<file path="config.mk">
export PLATFORM = sky130hd
export DESIGN_NAME = dprot_capture
export DESIGN_NICKNAME = d
export VERILOG_FILES = /design/src/rtl/dprot_pkg.sv /design/src/rtl/dprot_capture.sv
export SDC_FILE = /design/constraint.sdc
export NUM_CORES = 1
export LEC_CHECK = 0
export BUFFER_PORTS_ARGS = -buffer_cell sky130_fd_sc_hd__buf_2
export CORE_ASPECT_RATIO = 0.9
export CORE_MARGIN = 1.5
export CORE_UTILIZATION = 46
export DETAILED_ROUTE_END_ITERATION = 8
export PLACE_DENSITY = 0.94
export SKIP_LAST_GASP = 1
export SLEW_MARGIN = 15
export SYNTH_ARGS = -nofsm -noshare
export SYNTH_HDL_FRONTEND = slang
export SYNTH_SLANG_ARGS = --single-unit
</file>
<file path="constraint.sdc">
create_clock -name clk -period 1.9 [get_ports clk]
set_clock_uncertainty 0.1 [all_clocks]
set_input_delay 0.38 -clock clk [delete_from_list [all_inputs] [get_ports clk]]
set_output_delay 0.38 -clock clk [all_outputs]
set_load 0.1 [all_outputs]
</file>
<file path="src/rtl/dprot_pkg.sv">
`timescale 1ns/1ps
package dprot_pkg;
   localparam int CAUSE_W = 6;
   localparam logic [CAUSE_W-1:0] CAUSE_PROT_VIOL = 6'h23;

   // status word bit positions decoded by the exception handler
   localparam int ST_WRITE_BIT = 16;
   localparam int ST_PORT_BIT  = 17;
   localparam int ST_SUPV_BIT  = 18;

   typedef enum logic [1:0] {
      SW_CAUSE   = 2'd0,
      SW_ADDR    = 2'd1,
      SW_STATUS  = 2'd2,
      SW_RETADDR = 2'd3
   } sw_sel_e;
endpackage

</file>
<file path="src/rtl/dprot_capture.sv">
`timescale 1ns/1ps
module dprot_capture import dprot_pkg::*; #(
   parameter int AW  = 32,
   parameter int PCW = 32,
   parameter int DW  = 32
) (
   input  logic               clk,
   input  logic               rst_n,
   input  logic               take_i,
   input  logic [AW-1:0]      addr_i,
   input  logic               write_i,
   input  logic               port_i,
   input  logic               supv_i,
   input  logic [PCW-1:0]     pc_i,
   output logic               excpt_o,
   output logic [CAUSE_W-1:0] cause_o,
   output logic [AW-1:0]      addr_o,
   output logic [DW-1:0]      status_o,
   output logic [PCW-1:0]     ret_o
);
   logic [DW-1:0] st_next;

   always_comb begin
      st_next               = '0;
      st_next[ST_WRITE_BIT] = write_i;
      st_next[ST_PORT_BIT]  = port_i;
      st_next[ST_SUPV_BIT]  = supv_i;
   end

   always_ff @(posedge clk or negedge rst_n) begin
      if (!rst_n) begin
         excpt_o  <= 1'b0;
         cause_o  <= '0;
         addr_o   <= '0;
         status_o <= '0;
         ret_o    <= '0;
      end else begin
         excpt_o <= take_i;
         if (take_i) begin
            cause_o  <= CAUSE_PROT_VIOL;
            addr_o   <= addr_i;
            status_o <= st_next;
            ret_o    <= pc_i;
         end
      end
   end

   AST_CAUSE_ON_EXC: assert property (@(posedge clk) disable iff (!rst_n)
      excpt_o |-> cause_o == CAUSE_PROT_VIOL)
      else $error("exception without protection cause");

   AST_HOLD_IDLE: assert property (@(posedge clk) disable iff (!rst_n)
      !take_i |=> ($stable(addr_o) && $stable(status_o) && $stable(ret_o) && $stable(cause_o)))
      else $error("captured values changed without a fault");

   AST_ONE_PULSE: assert property (@(posedge clk) disable iff (!rst_n)
      !take_i |=> !excpt_o)
      else $error("exception raised without a faulting cycle");
endmodule

</file>
==> run metrics <==
Synth Flop Type dfrtp_1; Via density 4.48; Finished Cell Area 3770 sq um; post-route setup TNS 0 ns; number of flops mapped to enable cells by yosys 0; Diodes inserted 0; FFs w/ async S/R, synth 1.00; Peak Freq ~610 MHz; die width 86.4 um; DRT Wirelength 5350 um; Seq/Total Area, Yosys 0.599; Final Hold Vio Count 0; antenna violations before repair 0; Seq cells post-synth 69; Critical Path Max Stage Delay 0.45 ns; pre-CTS setup slack 0.438 ns; Root Driver clkbuf_8; CTS tree yes; vias 1793; Synth area leader dfrtp_1; RSZ-0062 raised after global routing false; Routed Antenna Nets 0; cell count after synthesis 180; global-route wire length before repair 8340 um; Netlist Area Pre-Place 2880 sq um; crit-path leading delay family buffers and inverters; initial DRC count 51; # IOs about 170; WS Path Type flop to primary output; port buffer count 140; Final Non-Filler Cells 400; Cell variety after synth 8; clock slew at reported path FFs 0.07 ns; LEAKAGE about 1.9 nW; critical-path maximum fanout 4; die area 6750 sq um; routability congestion estimate 0.695; total power between 4 and 5 mW; number of global-route vias before repair 1837; hold_buf cts 1; CP Data Required Time 1.42 ns; residual DRC count 0; Hold Path Stages 2; WL/cell 13.4 um; Num CTS Buffers 9; nets 393; Final Cycle Share 0.868; clk sinks 69; max-slew violation count 0; Reg2Reg Setup Slack 1.01 ns; crit path launch type flop; element type at the critical path end primary output; max cap viols 0; outcome finished clean; Post-CTS Resized 0; WP buf/inv 1; largest cells by area after synthesis dfrtp_1 (60%), mux2_2 (19%), mux2_4 (9.9%); Core Region 6080 sq um; post-placement cell count around 380; commonest cells in the synthesized netlist dfrtp_1 (69), mux2_2 (48), buf_4 (34); critical path depth 1; critical path, cell by cell buf_2; R2R cell count 1; H-tree levels 3; Clk Latency, worst-skew pair 0.33 ns; Setup violations, final 0; final setup margin 0.250 ns; Post-CTS Setup Bufs 0; most frequent cell after synthesis dfrtp_1; Syn Area/Cell between 15 and 20 sq um; Cell Pwr Density 1310 nW/um^2; Max Root-Sink Buffers 2; Initial Util 0.474; Die Y 78.1 um; share of cells above drive strength 1 0.686; Detailed Routing Iterations Pass 1 4; min cycle time layout 1.65 ns; FP Rows 27; placed cell areas 3510 sq um; slowest CP cell buf_2; Area Overhead vs Synth 30.7%; worst min path class input pin to flop; GRT Util Overall 0.160; largest net degree at the start of global routing 70; post-DP HPWL approximately 3700 um; area fraction of the dominant cell type after synthesis 0.599; maximum vdd drop 0.000747 V; total number of yosys warnings 0; worst path arrival time 1.17 ns; global route total overflow 0
stage by stage:
step / hold WS, ns / util
floorplan: -0.0156 / -
global placement: 0.319 / 0.577
detailed placement: 0.338 / 0.577
CTS: 0.153 / 0.620
global route: 0.153 / 0.620
finish: 0.173 / 0.620
final cells by class:
cell class                      instances  area, sq um
Clock inverter                          6          110
Timing Repair Buffer                  143          751
Fill cell                             480         2310
Multi-Input combinational cell        100          952
Tap cell                               72         90.1
Sequential cell                        69         1730
Clock buffer                           10          138
layer usage:
layer,GRT usage,wire length (um)
met1,0.182,2180
met3,0.0705,454
met2,0.272,2660
met5,0,0
met4,0.0435,51
power by group:
group	switching (mW)	internal (mW)
sequential	0.0718	1.61
combinational	1.54	0.304
clock	0.520	0.905
layout by cell type, fill, tap and decap left out:
cell           netlist  layout
buf_12               0       2
buf_2                4     140
bufinv_16            0       3
clkbuf_8             0      10
clkinv_2             0       1
clkinvlp_4           0       2
conb_1               1      32
dfrtp_1             69      69
dlygate4sd3_1        0       1
mux2_2              48      48
mux2_4              19      19
or2_1                1       1
registers in the layout, indices dropped and copies added, names as in the netlist:
name / cells
addr_o: 32
ret_o: 32
status_o: 3
cause_o: 1
excpt_o: 1
kinds of logic (layout without fill, tap and decap cells):
| group | after synthesis | after routing | synth area share |
|---|---|---|---|
| muxes | 67 | 67 | 0.286 |
| and+or+nand+nor | 1 | 1 | 0.00217 |
| DFF | 69 | 69 | 0.599 |
| buffers and inverters | 42 | 159 | 0.111 |
| other | 1 | 32 | 0.00130 |
path summary, 6_finish.rpt:
check                        startpoint            to
setup / recovery             cause_o[0]    cause_o[5]
hold / removal                  pc_i[1]      ret_o[1]
setup reg to reg             addr_o[28]    addr_o[28]
hold reg to reg            status_o[16]  status_o[16]
max in group asynchronous         rst_n    addr_o[11]
min in group asynchronous         rst_n      ret_o[1]
No activity file was read; power rests on OpenSTA's default activity.
